===== src/rtl/burst_flash_pkg.sv =====
// Package: types shared by the burst read sequencer.
// Assumes: nothing beyond IEEE 1800-2017.
package burst_flash_pkg;

    // Burst engine phases: idle, address just latched, latency wait, data out.
    typedef enum logic [1:0] {
        BST_IDLE = 2'd0,
        BST_LOAD = 2'd1,
        BST_WAIT = 2'd2,
        BST_DATA = 2'd3
    } bst_state_e;

    // Position inside a four-write unlock sequence.
    typedef enum logic [1:0] {
        CST_STEP0 = 2'd0,
        CST_STEP1 = 2'd1,
        CST_STEP2 = 2'd2,
        CST_STEP3 = 2'd3
    } cmd_step_e;

endpackage


===== src/rtl/bfs_cmd_decoder.sv =====
// Module: bfs_cmd_decoder
// Follows the four-write unlock sequences and keeps the burst-mode flag.
// Assumes: one wr_stb pulse per bus write; a soft-reset data word
// restarts the sequence at any step without touching the flag.
module bfs_cmd_decoder
    import burst_flash_pkg::*;
#(
    parameter int                  AW          = 19,
    parameter int                  DW          = 16,
    parameter logic [AW-1:0]       ADDR1       = 'h555,
    parameter logic [AW-1:0]       ADDR2       = 'h2AA,
    parameter logic [DW-1:0]       KEY1        = 'hAA,
    parameter logic [DW-1:0]       KEY2        = 'h55,
    parameter logic [DW-1:0]       KEY3        = 'h78,
    parameter logic [DW-1:0]       ENABLE_CODE = 'hA5,
    parameter logic [DW-1:0]       DISABLE_CODE= 'h5A,
    parameter logic [DW-1:0]       SWRESET_CODE= 'hF0
) (
    input  logic          clk,
    input  logic          rst_n,
    input  logic          wr_stb,
    input  logic [AW-1:0] wr_addr,
    input  logic [DW-1:0] wr_data,
    output logic          mode
);

    cmd_step_e step_q, step_d;
    logic      mode_d;

    // Next step and next flag from the current write.
    always_comb begin
        step_d = step_q;
        mode_d = mode;
        if (wr_stb) begin
            step_d = CST_STEP0;
            if (wr_data != SWRESET_CODE) begin
                case (step_q)
                    CST_STEP0: if (wr_addr == ADDR1 && wr_data == KEY1) step_d = CST_STEP1;
                    CST_STEP1: if (wr_addr == ADDR2 && wr_data == KEY2) step_d = CST_STEP2;
                    CST_STEP2: if (wr_addr == ADDR1 && wr_data == KEY3) step_d = CST_STEP3;
                    CST_STEP3: begin
                        if (wr_addr == ADDR1 && wr_data == ENABLE_CODE)  mode_d = 1'b1;
                        if (wr_addr == ADDR1 && wr_data == DISABLE_CODE) mode_d = 1'b0;
                    end
                    default: step_d = CST_STEP0;
                endcase
            end
        end
    end

    // Sequence and flag registers.
    always_ff @(posedge clk) begin
        if (!rst_n) begin
            step_q <= CST_STEP0;
            mode   <= 1'b0;
        end else begin
            step_q <= step_d;
            mode   <= mode_d;
        end
    end

endmodule


===== src/rtl/bfs_burst_engine.sv =====
// Module: bfs_burst_engine
// Latches the burst start, counts the initial latency, steps the word
// address inside its aligned window and counts delivered words.
// Assumes: LAT >= 2; the array reads mem_addr synchronously, so the
// look-ahead (next) address is sent to keep data aligned with a_q.
module bfs_burst_engine
    import burst_flash_pkg::*;
#(
    parameter int AW    = 19,
    parameter int WIN_W = 5,
    parameter int LAT   = 3
) (
    input  logic          clk,
    input  logic          rst_n,
    input  logic          mode,
    input  logic          ce_n,
    input  logic          load_n,
    input  logic          adv_n,
    input  logic [AW-1:0] addr_in,
    output logic [AW-1:0] mem_addr,
    output logic [AW-1:0] a_q,
    output bst_state_e    st_q,
    output logic          word_last
);

    localparam int             CW     = $clog2(LAT) + 1;
    localparam logic [CW-1:0]  CNT_LD = CW'(LAT - 2);
    localparam logic [WIN_W-1:0] W_LAST = '1;

    bst_state_e         st_d;
    logic [AW-1:0]      a_d;
    logic [CW-1:0]      cnt_q, cnt_d;
    logic [WIN_W-1:0]   w_q, w_d;
    logic               load_hit;

    assign load_hit = mode && !ce_n && !load_n;

    // Next state, address, latency count and word count.
    always_comb begin
        st_d  = st_q;
        a_d   = a_q;
        cnt_d = cnt_q;
        w_d   = w_q;
        if (!mode) begin
            st_d = BST_IDLE;
            a_d  = addr_in;
        end else if (load_hit) begin
            st_d = BST_LOAD;
            a_d  = addr_in;
            w_d  = '0;
        end else begin
            case (st_q)
                BST_LOAD: begin
                    st_d  = BST_WAIT;
                    cnt_d = CNT_LD;
                end
                BST_WAIT: begin
                    if (cnt_q == '0) st_d = BST_DATA;
                    else             cnt_d = cnt_q - 1'b1;
                end
                BST_DATA: begin
                    if (!adv_n) begin
                        if (w_q == W_LAST) begin
                            st_d = BST_IDLE;
                        end else begin
                            w_d = w_q + 1'b1;
                            a_d = {a_q[AW-1:WIN_W], WIN_W'(a_q[WIN_W-1:0] + 1'b1)};
                        end
                    end
                end
                default: st_d = BST_IDLE;
            endcase
        end
    end

    // Engine registers.
    always_ff @(posedge clk) begin
        if (!rst_n) begin
            st_q  <= BST_IDLE;
            a_q   <= '0;
            cnt_q <= '0;
            w_q   <= '0;
        end else begin
            st_q  <= st_d;
            a_q   <= a_d;
            cnt_q <= cnt_d;
            w_q   <= w_d;
        end
    end

    assign mem_addr  = a_d;
    assign word_last = (st_q == BST_DATA) && (w_q == W_LAST);

endmodule


===== src/rtl/bfs_out_stage.sv =====
// Module: bfs_out_stage
// Gates array data onto the output bus and forms the last-word marker.
// Assumes: a valid flag stands for a driven bus; invalid data is zero.
module bfs_out_stage
    import burst_flash_pkg::*;
#(
    parameter int DW = 16
) (
    input  logic          mode,
    input  bst_state_e    st_q,
    input  logic          word_last,
    input  logic          ce_n,
    input  logic          oe_n,
    input  logic [DW-1:0] mem_rdata,
    output logic [DW-1:0] dout,
    output logic          dout_valid,
    output logic          last_n
);

    logic bus_on;

    // Drive the bus only when enabled and a word is ready.
    always_comb begin
        bus_on     = !ce_n && !oe_n;
        dout_valid = bus_on && (!mode || st_q == BST_DATA);
        dout       = dout_valid ? mem_rdata : '0;
        last_n     = !(dout_valid && mode && word_last);
    end

endmodule


===== src/rtl/burst_flash_seq.sv =====
// Module: burst_flash_seq (top)
// Read sequencer for a flash array with asynchronous and burst reads.
// Assumes: synchronous array outside, one-cycle read latency on mem_addr.
module burst_flash_seq
    import burst_flash_pkg::*;
#(
    parameter int                      ADDR_W       = 19,
    parameter int                      DATA_W       = 16,
    parameter int                      BURST_LOG2   = 5,
    parameter int                      INIT_LAT     = 3,
    parameter logic [ADDR_W-1:0]       CMD_ADDR1    = 'h555,
    parameter logic [ADDR_W-1:0]       CMD_ADDR2    = 'h2AA,
    parameter logic [DATA_W-1:0]       CMD_KEY1     = 'hAA,
    parameter logic [DATA_W-1:0]       CMD_KEY2     = 'h55,
    parameter logic [DATA_W-1:0]       CMD_KEY3     = 'h78,
    parameter logic [DATA_W-1:0]       CMD_ENABLE   = 'hA5,
    parameter logic [DATA_W-1:0]       CMD_DISABLE  = 'h5A,
    parameter logic [DATA_W-1:0]       CMD_SWRESET  = 'hF0
) (
    input  logic              clk,
    input  logic              rst_n,
    input  logic              ce_n,
    input  logic              oe_n,
    input  logic              wr_en,
    input  logic [ADDR_W-1:0] wr_addr,
    input  logic [DATA_W-1:0] wr_data,
    input  logic              load_n,
    input  logic              adv_n,
    input  logic [ADDR_W-1:0] addr_in,
    output logic [ADDR_W-1:0] mem_addr,
    input  logic [DATA_W-1:0] mem_rdata,
    output logic [DATA_W-1:0] dout,
    output logic              dout_valid,
    output logic              last_n,
    output logic              burst_mode
);

    logic              wr_stb;
    logic [ADDR_W-1:0] a_q;
    bst_state_e        st_q;
    logic              word_last;

    assign wr_stb = wr_en && !ce_n;

    bfs_cmd_decoder #(
        .AW(ADDR_W), .DW(DATA_W),
        .ADDR1(CMD_ADDR1), .ADDR2(CMD_ADDR2),
        .KEY1(CMD_KEY1), .KEY2(CMD_KEY2), .KEY3(CMD_KEY3),
        .ENABLE_CODE(CMD_ENABLE), .DISABLE_CODE(CMD_DISABLE),
        .SWRESET_CODE(CMD_SWRESET)
    ) i_dec (
        .clk(clk), .rst_n(rst_n), .wr_stb(wr_stb),
        .wr_addr(wr_addr), .wr_data(wr_data), .mode(burst_mode)
    );

    bfs_burst_engine #(
        .AW(ADDR_W), .WIN_W(BURST_LOG2), .LAT(INIT_LAT)
    ) i_eng (
        .clk(clk), .rst_n(rst_n), .mode(burst_mode), .ce_n(ce_n),
        .load_n(load_n), .adv_n(adv_n), .addr_in(addr_in),
        .mem_addr(mem_addr), .a_q(a_q), .st_q(st_q), .word_last(word_last)
    );

    bfs_out_stage #(
        .DW(DATA_W)
    ) i_out (
        .mode(burst_mode), .st_q(st_q), .word_last(word_last),
        .ce_n(ce_n), .oe_n(oe_n), .mem_rdata(mem_rdata),
        .dout(dout), .dout_valid(dout_valid), .last_n(last_n)
    );

endmodule


===== config.mk =====
export PLATFORM = sky130hd
export DESIGN_NAME = burst_flash_seq
export DESIGN_NICKNAME = d
export VERILOG_FILES = /design/src/rtl/burst_flash_pkg.sv /design/src/rtl/bfs_cmd_decoder.sv /design/src/rtl/bfs_burst_engine.sv /design/src/rtl/bfs_out_stage.sv /design/src/rtl/burst_flash_seq.sv
export SDC_FILE = /design/constraint.sdc
export NUM_CORES = 1
export LEC_CHECK = 0
export ABC_AREA = 1
export ABC_CLOCK_PERIOD_IN_PS = 5500
export BUFFER_PORTS_ARGS = -buffer_cell sky130_fd_sc_hd__buf_2
export CAP_MARGIN = 20
export CORE_MARGIN = 5
export CORE_UTILIZATION = 45
export DETAILED_ROUTE_END_ITERATION = 6
export PLACE_DENSITY = 0.78
export SLEW_MARGIN = 20
export SYNTH_ARGS = -nofsm -noshare
export SYNTH_HDL_FRONTEND = slang
export SYNTH_SLANG_ARGS = --single-unit

===== constraint.sdc =====
create_clock -name clk -period 5.5 [get_ports clk]
set_input_delay 0.825 -clock clk [delete_from_list [all_inputs] [get_ports clk]]
set_output_delay 0.825 -clock clk [all_outputs]
set_load 0.02 [all_outputs]

==> results_dict.tcl, run 1 <==
set metrics [dict create \
    status "completed" \
    syn-num-nets 454 \
    diodes 0 \
    die_area_um2 6690 \
    gr-total-overflow 0 \
    cts_hold_buf 0 \
    clockRootBuffer "clkbuf_8" \
    yosys_warnings 0 \
    post-cts-setup-buffers 0 \
    r2r-start "i_eng.w_q[0]$_SDFFE_PN0P_" \
    chipHeight_um 81.80 \
    ys_ff_latch 32 \
    grt_pass1_vias 2192 \
    cellLeakagePower_nw 1.636 \
    core_area_um2 5042 \
    synth_seq_area_share_pct 27.62 \
    synth_area_um2 2320 \
    arrival_ns 2.21 \
    tightest_slew_ns 0.9138 \
    fillers 490 \
    drc 0 \
    post-route-period-util_pct 55.26 \
    required_ns 4.68 \
    ys_types 30 \
    fp.dieW_um 81.80 \
    yosysTopAreaCellShare_pct 27.62 \
    clkSinkCount 32 \
    start_kind "register" \
    min_period_ns 3.039 \
    antenna_found_initial 0 \
    rows 26 \
    regArea_um2 640.6 \
    critical-path-slowest-cell "dfxtp_1" \
    whs_ns 0.4721 \
    area_delta_synth_final_pct 29.77 \
    tns_ns 0 \
    drive_above_1_share_pct 31.13 \
    worstSetupPathType "register to output port" \
    drt-initial-drc-count 103 \
    slew_violations 0 \
    synth_cells 370 \
    relSlewSlack_pct 39.01 \
    firstDrtPassIters 4 \
    cts_buffer_depth 2 \
    cp_common_cell "inv_1" \
    pin_count 115 \
    hp-class "register to register" \
    synth_edf_count 0 \
    finClkSkew_ns 0.008837 \
    pwr_density_cell_nw_per_um2 177.5 \
    grt_max_degree 47 \
    async_reset_ff_share_pct 0 \
    setup.worst_path.start "i_eng.w_q[0]$_SDFFE_PN0P_" \
    num_vias 2506 \
    hpwl_um 4631 \
    cp_cell_sequence "ha_1, inv_1, nor2_1, ha_1, inv_1, nand3b_1, nor3_1, nand3_1, nand2_1, nand2_2, nand2_2, inv_1, buf_2" \
    path_clk_slew_ns 0.07 \
    critPathCaptureType "output port" \
    synthFlopType "dfxtp_1" \
    place.port_buffers 114 \
    hold_viol 0 \
    slowest_delay_ns 0.33 \
    drv_cap 0 \
    floorplan.initialDensity_pct 46.00 \
    numCtsBuffers 5 \
    track_usage_pct 16.65 \
    cts_tree "built" \
    worstHoldStart "i_eng.a_q[15]$_SDFF_PN0_" \
    place.gp.congestion 0.8609 \
    layout.nets 568 \
    setup_viol 0 \
    htreeDepth 2 \
    ctsResizeCount 0 \
    maxClockFrequency_mhz 329.0 \
    grt_pass1_wl_um 8956 \
    postSynthAreaPerCell_um2 6.270 \
    synth_top_area_cell "dfxtp_1" \
    vias_per_cell 4.515 \
    drt-total-wl_um 5605 \
    routedWlPerCell_um 10.10 \
    crit_fanout 5 \
    synthTopCellsByArea "dfxtp_1 28%, inv_1 14%, nor2_1 12%" \
    multi_input_area_um2 1292 \
    ant_nets 0 \
    grt_setup_unrepaired "false" \
    clkLatencyLatePin_ns 0.28 \
    peakVddDrop_mv 0.1648 \
]
## critical path, delay by kind of cell, from the launching register on
kind / cells / cell delay (ns)
fa+ha+maj: 2 / 0.42
buf+inv: 4 / 0.33
flops: 1 / 0.33
simple gates: 7 / 0.86
## cells in the final DEF, fill, tap and decap left out, types with 6 or more instances in the layout
| cell | n |
|---|---|
| clkbuf_8 | 6 |
| o21ai_0 | 8 |
| nand2_1 | 55 |
| nor3_1 | 6 |
| nor2_1 | 76 |
| a211oi_2 | 14 |
| inv_1 | 85 |
| or2_2 | 8 |
| or2_0 | 7 |
| a21oi_1 | 24 |
| ha_1 | 7 |
| dfxtp_1 | 32 |
| nand3_1 | 17 |
| buf_2 | 114 |
## metrics by stage
step / instance area, um2 / instances / power (W) / worst slack (ns) / util [%]
after floorplan: 2320 / 370 / 0.0003072 / 2.843 / -
after global placement: 2917 / 547 / 0.0003528 / 2.579 / 57.84
after detailed placement: 2917 / 547 / 0.0003552 / 2.533 / 57.84
after CTS: 3010 / 555 / 0.0005451 / 2.436 / 59.70
after global routing: 3010 / 555 / 0.0005681 / 2.195 / 59.70
final: 3010 / 555 / 0.0005344 / 2.461 / 59.70
## where the power goes
part	switching, W	total, W	internal (W)
logic	0.0000611	0.000107	0.0000460
clock network	0.0000838	0.000185	0.000102
registers	0.00000269	0.000242	0.000239
## cells by family (layout without fill, tap and decap cells)
logic type | Yosys count | count (layout) | synth area share, %
flip-flops | 32 | 32 | 27.62
AO/OA/AOI/OAI | 49 | 49 | 15.48
adder cells (fa/ha/maj) | 7 | 7 | 3.775
buffers and inverters | 93 | 208 | 16.67
XOR/XNOR | 3 | 3 | 1.133
AND/OR/NAND/NOR | 185 | 185 | 34.90
multiplexers | 1 | 1 | 0.4315
## Yosys cell counts, types with 2 or more instances
cell and count:
a211oi_1 2, a211oi_2 14, a21oi_1 24, and2_1 2
buf_6 3, clkbuf_1 2, dfxtp_1 32, ha_1 7
inv_1 85, nand2_1 55, nand2_2 4, nand3_1 17
nand3b_1 3, nand4_1 3, nor2_1 76, nor3_1 6
o21ai_0 8, or2_0 7, or2_2 8, xor2_1 2
## cell type report
cell class                      count  share of cell area, %
Inverter                           86                  10.81
Multi-Input combinational cell    245                  42.93
Sequential cell                    32                  21.28
Timing Repair Buffer              114                  18.95
Clock inverter                      1                 0.2494
Tap cell                           70                  2.909
Clock buffer                        7                  2.868
## layer usage
layer  track usage (%)  routed length (um)
met4             3.987                  23
met1             18.53                2259
met5                 0                   0
met3             4.825                 562
met2             30.86                2759
## sequential cells by signal, summed over array words and instances, names as in the netlist
name          count
i_eng.cnt_q       3
i_eng.st_q        2
i_dec.mode        1
i_eng.w_q         5
i_dec.step_q      2
i_eng.a_q        19
## final timing paths
check,depth (start not counted),slack [ns],end
max reg2reg,12,3.58,i_eng.w_q[3]$_SDFFE_PN0P_
min reg2reg,2,0.47,i_eng.a_q[15]$_SDFF_PN0_
min,2,0.47,i_eng.a_q[15]$_SDFF_PN0_
max,13,2.46,mem_addr[4]
(Power assumes the default switching activity.)
==> run 2: changes to the inputs <==
ABC_CLOCK_PERIOD_IN_PS = 3100   (was 5500)
clock period = 3.1 ns   (was 5.5 ns; I/O delays follow)
==> results_dict.tcl, run 2 (same netlist as run 1, synthesis figures left out) <==
set metrics [dict create \
    firstDrtPassIters 4 \
    cts_buffer_depth 2 \
    r2r-start "i_eng.w_q[0]$_SDFFE_PN0P_" \
    track_usage_pct 16.78 \
    largest_register_ffs 19 \
    routedWlPerCell_um 10.24 \
    cp_cell_sequence "ha_1, inv_1, nor2_1, ha_1, inv_1, nand3b_1, nor3_1, nand2_1, nand2_1, nand2_1, nand2_2, nand2_2, inv_1, buf_2" \
    clkSinkCount 32 \
    utilization_pct 59.75 \
    die_area_um2 6690 \
    reg_top3 "i_eng.a_q x19, i_eng.w_q x5, i_eng.cnt_q x3" \
    clkLatencyLatePin_ns 0.28 \
    drv_cap 0 \
    cts_hold_buf 0 \
    layout_common_cells "114 x buf_2, 85 x inv_1, 76 x nor2_1, 55 x nand2_1, 32 x dfxtp_1" \
    pwr_density_cell_nw_per_um2 317.3 \
    worst-r2r-setup-slack_ns 1.25 \
    preCtsSetupSlack_ns 0.7991 \
    start_kind "register" \
    pin_count 115 \
    ant_nets 0 \
    setup.worst_path.start "i_eng.w_q[0]$_SDFFE_PN0P_" \
    post-cts-setup-buffers 0 \
    hp-class "register to register" \
    maxClockFrequency_mhz 384.9 \
    setup_viol 0 \
    place.gp.congestion 0.8036 \
    tightest_slew_ns 0.9376 \
    drt-total-wl_um 5672 \
    status "completed" \
    postLayoutSetupSlackWorst_ns 0.5022 \
    postPlaceCellArea_um2 2917 \
    htreeDepth 2 \
    tns_ns 0 \
    clockRootBuffer "clkbuf_8" \
    path_clk_slew_ns 0.06 \
    slew_violations 0 \
    grt_pass1_wl_um 8928 \
    drt-initial-drc-count 80 \
    critPathBufInv 4 \
    cts_tree "built" \
    critPathCaptureType "output port" \
    antenna_found_initial 0 \
    cp_top_family "simple AND/OR/NAND/NOR gates" \
    crit_fanout 5 \
    fin_area_um2 3013 \
    grt_use_met3_pct 5.154 \
    gr-total-overflow 0 \
    hold_viol 0 \
    fp.dieW_um 81.80 \
    finClkSkew_ns 0.003597 \
    floorplan.initialDensity_pct 46.00 \
    required_ns 2.63 \
    drc 0 \
    globalRouteMet2Util_pct 31.66 \
    drive_above_1_share_pct 31.20 \
    grt_use_met1_pct 17.26 \
    layout_commonest_cell "buf_2" \
    min_period_ns 2.598 \
    post-route-period-util_pct 83.80 \
    rows 26 \
    arrival_ns 2.13 \
    cellLeakagePower_nw 1.642 \
    peakVddDrop_mv 0.2752 \
    grt_setup_unrepaired "false" \
    diodes 0 \
    vias_per_cell 4.572 \
    numCtsBuffers 5 \
    regMostFlops "i_eng.a_q" \
    place.port_buffers 114 \
    fillers 495 \
    chipHeight_um 81.80 \
    relSlewSlack_pct 37.43 \
    core_area_um2 5042 \
    hpwl_um 4609 \
    slowest_delay_ns 0.33 \
    area_delta_synth_final_pct 29.88 \
    worstSetupPathType "register to output port" \
    layout.nets 568 \
    worstHoldStart "i_eng.a_q[10]$_SDFF_PN0_" \
    num_vias 2533 \
    ctsResizeCount 0 \
    critical-path-slowest-cell "dfxtp_1" \
    top_usage_layer "met2" \
    grt_max_degree 47 \
    grt_pass1_vias 2266 \
]
==> run 2: worst register-to-register path, delay by kind of cell, from the launching register on <==
family | cells | cell delay, ns
buffers and inverters | 3 | 0.29
adder cells (fa/ha/maj) | 2 | 0.40
AND/OR/NAND/NOR | 6 | 0.60
flip-flops | 1 | 0.33
XOR/XNOR | 1 | 0.12
==> run 2: metrics by stage <==
step | hold WS [ns] | std cells | power [W]
after floorplan | 0.4491 | 370 | 0.0005451
after global placement | 0.4548 | 547 | 0.0006255
after detailed placement | 0.4634 | 547 | 0.0006309
after CTS | 0.4670 | 554 | 0.0009719
after global routing | 0.4834 | 554 | 0.001022
final | 0.4680 | 554 | 0.0009561
==> run 2: worst paths after layout <==
path | end | cells after the start
max reg2reg | i_eng.w_q[3]$_SDFFE_PN0P_ | 12
min reg2reg | i_eng.a_q[10]$_SDFF_PN0_ | 2
min | i_eng.a_q[10]$_SDFF_PN0_ | 2
max | mem_addr[4] | 14
==> run 2: layout make-up <==
| type | count | area (um2) | share of cell area, % |
|---|---|---|---|
| multi-input cells | 245 | 1292 | 42.90 |
| flip-flops and latches | 32 | 640.6 | 21.26 |
| repair buffers | 114 | 570.5 | 18.94 |
| inverters | 86 | 325.3 | 10.80 |
| clock buffers | 7 | 96.34 | 3.198 |
| well taps | 70 | 87.58 | 2.907 |
==> run 2: per-layer routing <==
layer	vias to the layer above	part of all wire, %	wire length, um
met1	1081	40	2269
met4	0	1.8	104
li1	1357	-	-
met5	-	0	0
met3	10	9.7	552
met2	85	48	2745
==> run 2: power by group <==
| group | internal (W) | total [W] | switching [W] |
|---|---|---|---|
| registers | 0.000425 | 0.000430 | 0.00000503 |
| clock network | 0.000197 | 0.000335 | 0.000138 |
| logic | 0.0000817 | 0.000191 | 0.000110 |
| total | 0.000704 | 0.000956 | 0.000252 |
==> run 3: changes to the inputs <==
ABC_CLOCK_PERIOD_IN_PS = 2350   (was 3100)
CORE_UTILIZATION = 42   (was 45)
PLACE_DENSITY = 0.76   (was 0.78)
clock period = 2.35 ns   (was 3.1 ns; I/O delays follow)
==> results_dict.tcl, run 3 (same netlist as run 1, synthesis figures left out) <==
set metrics [dict create \
    switchingPower_w 0.0003463 \
    combinationalPowerShare_pct 21.2 \
    diodes 0 \
    r2r-start "i_eng.w_q[1]$_SDFFE_PN0P_" \
    peakVddDrop_mv 0.3565 \
    clkLatencyLatePin_ns 0.28 \
    rr_endpoint "i_eng.w_q[3]$_SDFFE_PN0P_" \
    grt_max_degree 47 \
    cp_cell_sequence "ha_4, inv_2, nor2_2, ha_2, inv_2, nand3b_1, nor3_2, nand3_1, nand2_1, nand2_2, nand2_2, inv_2, buf_6" \
    grt_pass1_wl_um 9487 \
    rows 27 \
    path_clk_slew_ns 0.06 \
    area_delta_synth_final_pct 34.09 \
    required_ns 2.00 \
    die_area_um2 7109 \
    grt_setup_unrepaired "true" \
    largest_register_ffs 19 \
    finClkSkew_ns 0.009115 \
    track_usage_pct 15.59 \
    clockRootBuffer "clkbuf_8" \
    critical-path-slowest-cell "dfxtp_2" \
    pin_count 115 \
    finalNonFillerCells 563 \
    critPathBufInv 4 \
    drc 0 \
    chipHeight_um 84.32 \
    post-route-period-util_pct 95.49 \
    grt_pass1_vias 2353 \
    num_vias 2608 \
    tightest_slew_ns 0.6417 \
    slew_violations 0 \
    layout_commonest_cell "buf_2" \
    htreeDepth 2 \
    worstHoldStart "addr_in[2]" \
    reg_top3 "i_eng.a_q x19, i_eng.w_q x5, i_eng.cnt_q x3" \
    critPathCaptureType "output port" \
    drive_above_1_share_pct 34.22 \
    place_inst 551 \
    pwr_density_cell_nw_per_um2 392.2 \
    worstSetupPathType "register to output port" \
    worst-r2r-setup-slack_ns 0.63 \
    power_frac_clock_pct 32.4 \
    slowest_delay_ns 0.34 \
    cts_tree "built" \
    cellLeakagePower_nw 1.670 \
    crit_fanout 3 \
    setup_viol 0 \
    routedWlPerCell_um 10.21 \
    place.port_buffers 114 \
    drv_cap 0 \
    fp.dieW_um 84.32 \
    reg2regPathDepth 12 \
    arrival_ns 1.89 \
    drt-initial-drc-count 105 \
    hold_viol 0 \
    regMostFlops "i_eng.a_q" \
    core_area_um2 5439 \
    antenna_found_initial 0 \
    maxClockFrequency_mhz 445.6 \
    min_period_ns 2.244 \
    cts_buffer_depth 2 \
    cp_top_family "simple AND/OR/NAND/NOR gates" \
    hpwl_um 4541 \
    pwr-share-seq_pct 46.4 \
    status "completed" \
    cts_hold_buf 0 \
    cp_common_cell "inv_2" \
    fillers 555 \
    layout.nets 575 \
    whs_endpoint "i_eng.a_q[2]$_SDFF_PN0_" \
    fin_total_pwr_w 0.001220 \
    numCtsBuffers 5 \
    vias_per_cell 4.632 \
    firstDrtPassIters 4 \
    drt-total-wl_um 5749 \
    floorplan.initialDensity_pct 42.65 \
    place.gp.congestion 0.8186 \
    start_kind "register" \
    hp-class "input port to register" \
    relSlewSlack_pct 57.21 \
    ant_nets 0 \
    clkSinkCount 32 \
    layout_common_cells "111 x buf_2, 82 x inv_1, 74 x nor2_1, 55 x nand2_1, 30 x dfxtp_1" \
    whs_path_depth 3 \
    p_sw_share_pct 28.38 \
    gr-total-overflow 0 \
    p_int_w 0.0008737 \
]
-- run 3: worst register-to-register path, cell delays in order (launching register included) --
cell      delay [ns]
dfxtp_2         0.36
ha_4            0.14
inv_2           0.04
nor2_2          0.07
ha_2            0.18
inv_2           0.04
nand3b_1        0.14
inv_1           0.11
nand2_1         0.18
nand2_1         0.10
nand2_1         0.08
xor2_1          0.14
nor2_1          0.05
-- run 3: worst max path at each step --
stage	start	depth (start not counted)	slack (ns)	end
detailed placement	i_eng.w_q[0]$_SDFFE_PN0P_	13	0.1	mem_addr[4]
global placement	i_eng.w_q[0]$_SDFFE_PN0P_	13	0.22	mem_addr[4]
floorplan	i_eng.w_q[0]$_SDFFE_PN0P_	9	0.31	mem_addr[1]
CTS	i_eng.w_q[0]$_SDFFE_PN0P_	13	0.006	mem_addr[4]
global route	i_eng.w_q[1]$_SDFFE_PN0P_	13	-0.05	mem_addr[4]
finish	i_eng.w_q[1]$_SDFFE_PN0P_	13	0.11	mem_addr[4]
-- run 3: metrics by stage --
stage | hold slack, ns | cell area, um2 | setup slack, ns | utilization [%] | TNS (ns)
finish | 0.3468 | 3110 | 0.1060 | 57.19 | 0
detailed placement | 0.4622 | 2934 | 0.09857 | 53.95 | 0
CTS | 0.3474 | 3053 | 0.006308 | 56.13 | 0
global route | 0.3712 | 3110 | -0.04637 | 57.19 | -0.07922
global placement | 0.4547 | 2934 | 0.2171 | 53.95 | 0
floorplan | 0.4491 | 2320 | 0.3053 | - | 0
-- run 3: power by group through the flow --
stage / clock (W) / combinational (W) / sequential, W
floorplan: 0 / 0.000142 / 0.000577
global placement: 0 / 0.000249 / 0.000578
detailed placement: 0 / 0.000254 / 0.000578
CTS: 0.000405 / 0.000258 / 0.000566
global route: 0.000438 / 0.000289 / 0.000568
finish: 0.000395 / 0.000258 / 0.000566
-- run 3: layout make-up --
class | count | area (um2) | share of cell area [%]
multi-input cells | 245 | 1330 | 42.76
repair buffers | 121 | 641.9 | 20.64
flip-flops and latches | 32 | 643.1 | 20.68
clock buffers | 6 | 72.57 | 2.333
inverters | 86 | 327.8 | 10.54
well taps | 72 | 90.09 | 2.896
clock inverters | 1 | 5.005 | 0.1609
-- run 3: layer usage --
metal | vias to the layer above | GRT usage, % | share of wire, %
li1 | 1371 | - | -
met1 | 1149 | 17.68 | 41
met2 | 81 | 27.91 | 49
met3 | 7 | 5.103 | 8.6
met4 | 0 | 4.240 | 0.83
met5 | - | 0 | 0
-- run 3: what timing repair did --
action                                  in CTS  in global routing
endpoints found under the setup margin       3                 13
buffers inserted                             3                  2
gates resized for setup                      9                 13
pin swaps                                    5                  8
